### config.mk
export PLATFORM = sky130hd
export DESIGN_NAME = psr_flag_unit
export DESIGN_NICKNAME = d
export VERILOG_FILES = /design/src/rtl/psr_pkg.sv /design/src/rtl/psr_flag_calc.sv /design/src/rtl/psr_upd_decode.sv /design/src/rtl/psr_write_guard.sv /design/src/rtl/psr_flag_unit.sv
export SDC_FILE = /design/constraint.sdc
export NUM_CORES = 1
export LEC_CHECK = 0
export ABC_AREA = 1
export CAP_MARGIN = 25
export CORE_UTILIZATION = 40
export DETAILED_ROUTE_END_ITERATION = 6
export DONT_BUFFER_PORTS = 1
export PLACE_DENSITY = 0.56
export SLEW_MARGIN = 20
export SYNTH_ARGS = -nofsm -noshare
export SYNTH_HDL_FRONTEND = slang
export SYNTH_HIERARCHICAL = 1
export SYNTH_SLANG_ARGS = --single-unit
### constraint.sdc
create_clock -name clk -period 1.2 [get_ports clk]
set_input_delay 0.18 -clock clk [delete_from_list [all_inputs] [get_ports clk]]
set_output_delay 0.18 -clock clk [all_outputs]
set_load 0.01 [all_outputs]
### src/rtl/psr_pkg.sv
package psr_pkg;
    localparam int PSR_W  = 32;
    localparam int FLAG_W = 4;
    localparam int CTRL_W = 8;

    typedef enum logic [1:0] {
        UPD_IDLE    = 2'd0,
        UPD_FLAGS   = 2'd1,
        UPD_USER_WR = 2'd2,
        UPD_PRIV_WR = 2'd3
    } upd_sel_e;

    typedef struct packed {
        logic n;
        logic z;
        logic c;
        logic v;
    } flags_t;
endpackage

### src/rtl/psr_flag_calc.sv
module psr_flag_calc #(
    parameter int RES_W = 32
) (
    input  logic [RES_W-1:0]    res_i,
    input  logic                add_cout_i,
    input  logic                shf_cout_i,
    input  logic                ovf_i,
    input  logic                arith_i,
    input  psr_pkg::flags_t     flags_q_i,
    output psr_pkg::flags_t     flags_nxt_o
);
    always_comb begin
        flags_nxt_o.n = res_i[RES_W-1];
        flags_nxt_o.z = (res_i == '0);
        if (arith_i) begin
            flags_nxt_o.c = add_cout_i;
            flags_nxt_o.v = ovf_i;
        end else begin
            flags_nxt_o.c = shf_cout_i;
            flags_nxt_o.v = flags_q_i.v;
        end
    end
endmodule

### src/rtl/psr_upd_decode.sv
module psr_upd_decode (
    input  logic               upd_en_i,
    input  logic               wr_en_i,
    input  logic               priv_i,
    output psr_pkg::upd_sel_e  sel_o
);
    always_comb begin
        if (wr_en_i && priv_i)
            sel_o = psr_pkg::UPD_PRIV_WR;
        else if (wr_en_i)
            sel_o = psr_pkg::UPD_USER_WR;
        else if (upd_en_i)
            sel_o = psr_pkg::UPD_FLAGS;
        else
            sel_o = psr_pkg::UPD_IDLE;
    end
endmodule

### src/rtl/psr_write_guard.sv
module psr_write_guard #(
    parameter int CTRL_W = 8
) (
    input  psr_pkg::upd_sel_e  sel_i,
    input  psr_pkg::flags_t    flags_q_i,
    input  psr_pkg::flags_t    flags_calc_i,
    input  logic [3:0]         wr_flags_i,
    input  logic [CTRL_W-1:0]  ctrl_q_i,
    input  logic [CTRL_W-1:0]  wr_ctrl_i,
    output psr_pkg::flags_t    flags_d_o,
    output logic [CTRL_W-1:0]  ctrl_d_o
);
    always_comb begin
        flags_d_o = flags_q_i;
        ctrl_d_o  = ctrl_q_i;
        unique case (sel_i)
            psr_pkg::UPD_IDLE: begin
                flags_d_o = flags_q_i;
            end
            psr_pkg::UPD_FLAGS: begin
                flags_d_o = flags_calc_i;
            end
            psr_pkg::UPD_USER_WR: begin
                flags_d_o = psr_pkg::flags_t'(wr_flags_i);
            end
            psr_pkg::UPD_PRIV_WR: begin
                flags_d_o = psr_pkg::flags_t'(wr_flags_i);
                ctrl_d_o  = wr_ctrl_i;
            end
            default: begin
                flags_d_o = flags_q_i;
            end
        endcase
    end
endmodule

### src/rtl/psr_flag_unit.sv
module psr_flag_unit #(
    parameter int         PSR_W      = psr_pkg::PSR_W,
    parameter int         CTRL_W     = psr_pkg::CTRL_W,
    parameter logic [7:0] RESET_CTRL = 8'hD3
) (
    input  logic             clk,
    input  logic             rst_n,
    input  logic [PSR_W-1:0] res_i,
    input  logic             add_cout_i,
    input  logic             shf_cout_i,
    input  logic             ovf_i,
    input  logic             upd_en_i,
    input  logic             arith_i,
    input  logic             priv_i,
    input  logic             wr_en_i,
    input  logic [PSR_W-1:0] wr_data_i,
    output logic [PSR_W-1:0] psr_o
);
    localparam int FLAG_W = psr_pkg::FLAG_W;
    localparam int MID_W  = PSR_W - FLAG_W - CTRL_W;

    psr_pkg::flags_t   flags_q, flags_d, flags_calc;
    logic [CTRL_W-1:0] ctrl_q, ctrl_d;
    psr_pkg::upd_sel_e sel;
    logic              mid_unused;

    assign mid_unused = ^wr_data_i[PSR_W-FLAG_W-1:CTRL_W];

    psr_flag_calc #(.RES_W(PSR_W)) calc_i (
        .res_i       (res_i),
        .add_cout_i  (add_cout_i),
        .shf_cout_i  (shf_cout_i),
        .ovf_i       (ovf_i),
        .arith_i     (arith_i),
        .flags_q_i   (flags_q),
        .flags_nxt_o (flags_calc)
    );

    psr_upd_decode dec_i (
        .upd_en_i (upd_en_i),
        .wr_en_i  (wr_en_i),
        .priv_i   (priv_i),
        .sel_o    (sel)
    );

    psr_write_guard #(.CTRL_W(CTRL_W)) guard_i (
        .sel_i        (sel),
        .flags_q_i    (flags_q),
        .flags_calc_i (flags_calc),
        .wr_flags_i   (wr_data_i[PSR_W-1:PSR_W-FLAG_W]),
        .ctrl_q_i     (ctrl_q),
        .wr_ctrl_i    (wr_data_i[CTRL_W-1:0]),
        .flags_d_o    (flags_d),
        .ctrl_d_o     (ctrl_d)
    );

    always_ff @(posedge clk or negedge rst_n) begin
        if (!rst_n) begin
            flags_q <= '0;
            ctrl_q  <= RESET_CTRL[CTRL_W-1:0];
        end else begin
            flags_q <= flags_d;
            ctrl_q  <= ctrl_d;
        end
    end

    always_comb begin
        psr_o = {flags_q, {MID_W{1'b0}}, ctrl_q};
    end
endmodule

* Word level (Yosys, flattened, before mapping)
Index checks and enable logic that the tools add are counted.
** Storage, ports and cells
- Flip-flop bits (word level) :: 12
- Bits of input ports :: 73
- Output and inout port bits :: 32
- Word-level logic and storage cells :: 20
** Operators by class
- Eq/ne operators :: 4
- Muxes and demuxes :: 5
- Bitwise operators :: 1
- Reduce and logical (&&, ||, !) cells :: 5
** Operators with widths (number)
- $logic_not A32 Y1 :: 1
- $pmux W4 S2 :: 1
- $mux W2 :: 3
- $eq A2 B2 Y1 const B :: 2
- $eq A2 B1 Y1 const B :: 1
- $logic_not A2 Y1 :: 1
- $ne A2 B2 Y1 const B :: 1
- $reduce_and A2 Y1 :: 1
- $reduce_or A2 Y1 :: 1
- $logic_and A1 B1 Y1 :: 1
- $mux W1 :: 1
- $not A1 Y1 :: 1

* Logic depth before layout (Yosys ltp)
Gate-level depths: netlist (run 1).
- Word-level depth :: 6
- Gate-level depth with buffers :: 7
- Mapped depth without buffers :: 7

* Hierarchy
The synthesis (run 1) kept the hierarchy.
** Modules (own cells, without submodules)
- psr_flag_unit :: times used 1, cells each 33, area each 460.4 um^2, sequential area each 306.5 um^2
- psr_write_guard :: times used 1, cells each 45, area each 206.4 um^2, sequential area each 0.0 um^2
- psr_flag_calc :: times used 1, cells each 34, area each 146.4 um^2, sequential area each 0.0 um^2
- psr_upd_decode :: times used 1, cells each 5, area each 18.8 um^2, sequential area each 0.0 um^2

* Worst setup path after synthesis (run 1)
No wires, ideal clock.
- Path kind :: register -> register
- From :: register psr_o[28] (netlist name)
- To :: register flags_q (netlist bit psr_o[28])
- Setup time :: 0.124 ns
- Arrival :: 0.797 ns
- Required time :: 1.076 ns
- Slack :: 0.279 ns
- Stages on the path, launching flop included :: 4
- Buffers on the path :: 0
- Clock period less this slack :: 0.921 ns
- Cell sequence :: dfrtp_1 mux2_2 nand3_1 nand3_1
** RTL lines
- end signal: assignment :: RTL line psr_flag_unit.sv:62 : flags_q <= flags_d;
- end: declaration :: RTL line psr_flag_unit.sv:22 : psr_pkg::flags_t flags_q, flags_d, flags_calc;

* Final worst setup path (run 1)
- From :: register ctrl_q[7]
- To :: output port psr_o[7]
** RTL lines
- start: declaration :: RTL line psr_flag_unit.sv:23 : logic [CTRL_W-1:0] ctrl_q, ctrl_d;
- start signal: assignment :: RTL line psr_flag_unit.sv:60 : ctrl_q <= RESET_CTRL[CTRL_W-1:0];
- start signal: assignment :: RTL line psr_flag_unit.sv:63 : ctrl_q <= ctrl_d;
- end: declaration :: RTL line psr_flag_unit.sv:17 : output logic [PSR_W-1:0] psr_o
No word-level cell between the ends.

==> results of run 1 <==
## synth_stat cells
library cell and instances:
nor2_1 22, dfrtp_1 7, nand2_1 37, buf_6 2
inv_1 2, conb_1 1, buf_4 21, nand3_1 16
clkbuf_1 1, mux2_2 2, nand2_2 1, dfstp_2 5
## area by class of cell
cell class | instances | area [um^2] | area share [%]
multi-input combinational | 98 | 405 | 49.0
clock buffer | 4 | 36.3 | 4.39
timing repair buffer | 4 | 37.5 | 4.54
tap | 27 | 33.8 | 4.08
inverter | 2 | 7.51 | 0.908
sequential | 12 | 307 | 37.1
## cell families (layout without fill, tap and decap cells)
logic type / count (synthesis) / after routing
other: 1 / 20
buffers and inverters: 26 / 10
DFF: 12 / 12
muxes: 2 / 2
and+or+nand+nor: 76 / 76
## per-layer routing
metal	routed length (um)	vias to the layer above
met1	578	294
met5	0	-
li1	-	327
met2	791	41
met3	170	0
met4	0	0
## worst paths after layout
kind	from	endpoint	cells past startpoint
max	ctrl_q[7]$_DFF_PN1_	psr_o[7]	0
min	wr_data_i[7]	ctrl_q[7]$_DFF_PN1_	2
max reg2reg	psr_o[28]$_DFF_PN0_	psr_o[28]$_DFF_PN0_	3
min reg2reg	ctrl_q[6]$_DFF_PN1_	ctrl_q[6]$_DFF_PN1_	2
max in group asynchronous	rst_n	ctrl_q[4]$_DFF_PN1_	1
min in group asynchronous	rst_n	psr_o[31]$_DFF_PN0_	1
## per-stage QoR
| step | total power (uW) | utilization (%) | instances | cell area, um^2 | setup WS [ns] |
|---|---|---|---|---|---|
| floorplan | 727 | - | 136 | 903 | 0.279 |
| global route | 1090 | 42.2 | 147 | 827 | 0.154 |
| finish | 1020 | 42.2 | 147 | 827 | 0.192 |
| CTS | 1030 | 41.6 | 146 | 817 | 0.179 |
| detailed placement | 691 | 38.8 | 140 | 761 | 0.226 |
| global placement | 686 | 38.8 | 140 | 761 | 0.224 |
## state kept, by name (all words and copies together) (netlist names)
signal and cells:
ctrl_q 8, psr_o 4
## power by group
part | total, uW | internal [uW] | leakage, uW | switching (uW)
clock network | 319 | 184 | 0.0000210 | 135
registers | 544 | 481 | 0.000139 | 63.4
logic | 154 | 54.9 | 0.000254 | 99.0
## what timing repair did
action / in CTS / in global routing
endpoints found under the setup margin: 0 / 0
buffers inserted: 0 / 0
gates resized for setup: 0 / 0
hold buffers: 2 / 1
hold endpoints to repair: 16 / 1
==> metrics.cfg, run 1 <==
[outcome]
status = complete, no violations

[flow_run]
cap_violations = 0

[floorplan]
core_region_area_um2 = 1960
start_util_pct = 42.4
dieArea_um2 = 2270
die_y_um = 47.6
die_w_um = 47.6
row_count = 16
ios = 105

[logic_synthesis]
synth.area.top_cells = dfrtp_1, buf_4, nand2_1
synth_top_family_by_area = simple AND/OR/NAND/NOR gates
synthSimpleGateAreaFrac_pct = 37.0
synth_fa_ha_area_share_pct = 0
synth-xor-area-share_pct = 0
yosys_warnings = 6
syn_inst = 117
yosysTopAreaCellShare_pct = 21.1
synthMuxAreaShare_pct = 2.71
ys_ff_latch = 12
avgSynthCellArea_um2 = 7.11
netlist_area_um2 = 832
synth_compound_area_share_pct = 0
ys_types = 12
ys_seq_area_share_pct = 36.8
synth_top_area_cell = dfrtp_1

[route]
drt_iter0_markers = 10
drc_errors = 0
num_vias = 662
first_pass_iters = 6
ant_nets = 0
post_drt_wl_per_cell_um = 10.5
drt-total-wl_um = 1540
vias_per_cell = 4.50

[global_route]
grt_pass1_vias = 562
antenna_found_initial = 0
track_usage_pct = 13.8
grt_util_met1_pct = 14.0
use_met2_pct = 24.9
grt_max_degree = 15
overflow = 0
busiest_layer = met2
grt_pass1_wl_um = 2170
grtUsageMet3_pct = 6.04

[placed_design]
dp_hpwl_um = 1200
port_buffers = 0
place.gp.congestion = 0.694

[sta]
relSlewSlack_pct = 62.3
whs_ns = 0.0169
fin_skew_ns = 0
worstMarginPinSlew_ns = 0.564
setup-violations-final = 0
min_period_ns = 1.01
clock.fmax_mhz = 992
finalCritPeriodShare_pct = 84.0
drv_slew = 0
tns_ns = 0
rsz0062_at_grt = false
finalHoldViolations = 0

[critical_path]
end_kind = output pin
critPathLaunchType = flip-flop
crit_arrival_ns = 0.83
required_ns = 1.02
rrSetupSlack_ns = 0.23
critical_path_class = reg2out
worstPathMaxFanout = 2

[pwr]
leakagePower_uw = 0.000414
vdd_drop_max_mv = 0.440
power_density_nw_per_um2 = 1230

[layout]
drive_above_1_share_pct = 10.8
nets = 194
insertedDiodeCount = 0
mostFrequentLayoutCell = nand2_1
nFillCells = 221
most-common-layout-cells = nand2_1, nor2_1, conb_1
area_growth_pct = -0.602

[clock_network]
htreeDepth = 1
cts.path.max_buffers = 2
cts_tree = built
cts.reportedPaths.clkPinSlew_ns = 0.08
cts_made_buffers = 3
clock_sinks = 12
root_buffer = clkbuf_4
clkLatencyLatePin_ns = 0.27

[worst_hold_path]
hold_path_class = in2reg

(Power assumes the default switching activity.)
==> run 2, diff against run 1 <==
==> constraint.sdc (replaced) <==
create_clock -name clk -period 1.05 [get_ports clk]
set_input_delay 0.1575 -clock clk [delete_from_list [all_inputs] [get_ports clk]]
set_output_delay 0.1575 -clock clk [all_outputs]
set_load 0.01 [all_outputs]
==> run 2 against run 1 <==
  * The flow now finishes with violations (design-rule violations)
  * Critical path depth stayed put
  * Sequential share of layout area is 2.4 points lower
  * Sequential power is 14% higher
  * Combinational power is 31% higher
  * Worst setup slack worse by 0.12 ns
  * Clock skew stayed put
  * Non-clock buffer count is 6 higher
  * Critical path type unchanged
==> metrics.cfg, run 2 (synthesis results as in run 1) <==
[placed_design]
dp_hpwl_um = 1210  ; was 1200 um
place.gp.congestion = 0.676  ; was 0.694
port_buffers = 0  ; unchanged

[sta]
min_period_ns = 0.982
setup-violations-final = 0  ; unchanged
finalCritPeriodShare_pct = 93.5
rsz0062_at_grt = false  ; unchanged
fin_skew_ns = 0  ; unchanged
finalHoldViolations = 0  ; unchanged
tns_ns = 0  ; unchanged
relSlewSlack_pct = 64.9  ; was 62.3%
worstMarginPinSlew_ns = 0.525  ; was 0.564 ns
drv_slew = 0  ; unchanged
clock.fmax_mhz = 1020

[global_route]
grt_max_degree = 14  ; was 15
track_usage_pct = 14.5  ; was 13.8%
grt_pass1_vias = 550  ; was 562
grt_pass1_wl_um = 2260  ; was 2170 um
overflow = 0  ; unchanged
antenna_found_initial = 0  ; unchanged

[route]
ant_nets = 0  ; unchanged
wl_met2_um = 862  ; was 791 um
wl_met1_um = 595  ; was 578 um
dr_wl_met3_um = 152  ; was 170 um
first_pass_iters = 6  ; unchanged
top_layer_used = met3  ; unchanged
post_drt_wl_per_cell_um = 10.5  ; about the same
vias_per_cell = 4.50  ; about the same
drt-total-wl_um = 1610  ; was 1540 um
num_vias = 688  ; was 662
drt_iter0_markers = 19  ; was 10
drc_errors = 1  ; was 0

[pwr]
power_density_nw_per_um2 = 1330  ; was 1230 nW/um^2
vdd_drop_max_mv = 0.488  ; was 0.440 mV
p_comb_share_pct = 17.2  ; was 15.1%
seq_power_share_pct = 52.7  ; was 53.5%
swShare_pct = 28.5  ; was 29.2%
leakagePower_uw = 0.000440  ; was 0.000414 uW
p_clk_share_pct = 30.1  ; was 31.4%
switchingPower_uw = 336  ; was 297 uW
p_int_uw = 841  ; was 720 uW

[flow_run]
cap_violations = 0  ; unchanged

[layout]
area_growth_pct = 6.32  ; was -0.602%
mostFrequentLayoutCell = nand2_1  ; unchanged
most-common-layout-cells = nand2_1, nor2_1, conb_1  ; unchanged
insertedDiodeCount = 0  ; unchanged
ff_latch_area_um2 = 307  ; unchanged
nFillCells = 225  ; was 221
regMostFlops = ctrl_q  ; unchanged
largest_reg_flops = 8  ; unchanged
multi_input_area_um2 = 405  ; unchanged
nets = 200  ; was 194
drive_above_1_share_pct = 11.1  ; was 10.8%
final_util_pct = 45.1  ; was 42.2%

[floorplan]
start_util_pct = 42.4  ; unchanged
dieArea_um2 = 2270  ; unchanged
die_w_um = 47.6  ; unchanged
ios = 105  ; unchanged
row_count = 16  ; unchanged
die_y_um = 47.6  ; unchanged
core_region_area_um2 = 1960  ; unchanged

[critical_path]
required_ns = 0.89  ; was 1.02 ns
critical_path_class = reg2out  ; unchanged
critPathLaunchType = flip-flop  ; unchanged
end_kind = output pin  ; unchanged
crit_arrival_ns = 0.82  ; was 0.83 ns
worstPathMaxFanout = 2  ; unchanged

[clock_network]
clkLatencyLatePin_ns = 0.26  ; was 0.27 ns
post_cts_buffers = 0  ; unchanged
cts_made_buffers = 3  ; unchanged
cts.path.max_buffers = 2  ; unchanged
clock_sinks = 12  ; unchanged
root_buffer = clkbuf_4  ; unchanged
htreeDepth = 1  ; unchanged
post_cts_resized = 0  ; unchanged
cts.reportedPaths.clkPinSlew_ns = 0.07  ; was 0.08 ns
cts_tree = built  ; unchanged

[outcome]
violations = design-rule violations
status = finished with violations  ; was complete, no violations

[worst_hold_path]
hold_path_class = in2reg  ; unchanged

[run 2: cell types whose count changed in the layout (fill, tap and decap cells not counted), sizes merged]
cell,previous run,this run
buf,1,2
dlygate4sd3,3,8
[run 2: power groups by stage]
stage	logic (uW)	clock network [uW]	registers (uW)
final	202	354	620
after global routing	235	394	630
after CTS	200	375	620
after global placement	162	0	628
after floorplan	209	0	622
after detailed placement	167	0	629
[run 2: final timing paths]
path | slack [ns] | cells past startpoint | start | endpoint
hold / removal | 0.02 | 2 | wr_en_i | ctrl_q[3]$_DFF_PN0_
min in group asynchronous | 0.31 | 1 | rst_n | psr_o[29]$_DFF_PN0_
max in group asynchronous | 0.38 | 1 | rst_n | ctrl_q[1]$_DFF_PN1_
hold reg to reg | 0.49 | 2 | ctrl_q[6]$_DFF_PN1_ | ctrl_q[6]$_DFF_PN1_
setup / recovery | 0.07 | 0 | ctrl_q[4]$_DFF_PN1_ | psr_o[4]
setup reg to reg | 0.15 | 3 | psr_o[28]$_DFF_PN0_ | psr_o[28]$_DFF_PN0_
[run 2: per-layer routing]
| metal | vias up | track usage (%) |
|---|---|---|
| met5 | - | 0 |
| met1 | 306 | 15.0 |
| met3 | 0 | 6.04 |
| met2 | 40 | 26.3 |
| met4 | 0 | 5.00 |
| li1 | 342 | - |
[run 2: final cells by class]
class	instances	area share [%]
flip-flops and latches	12	34.7
multi-input cells	98	45.8
well taps	27	3.82
clock buffers	4	4.10
inverters	2	0.849
repair buffers	10	10.7
[run 2: timing repair]
action	in CTS	in global routing
setup endpoints to repair	0	0
hold endpoints to repair	17	1
hold buffers	7	1
[run 2: metrics by stage]
step | total power (uW) | cell area, um^2 | hold slack, ns | instances | setup WS, ns
2_1_floorplan | 831 | 903 | -0.138 | 136 | 0.129
3_3_place_gp | 790 | 768 | -0.138 | 141 | 0.159
3_5_place_dp | 796 | 768 | -0.138 | 141 | 0.152
4_1_cts | 1200 | 875 | 0.00443 | 152 | 0.0496
5_1_grt | 1260 | 885 | 0.00969 | 153 | 0.0317
6_report | 1180 | 885 | 0.0203 | 153 | 0.0679
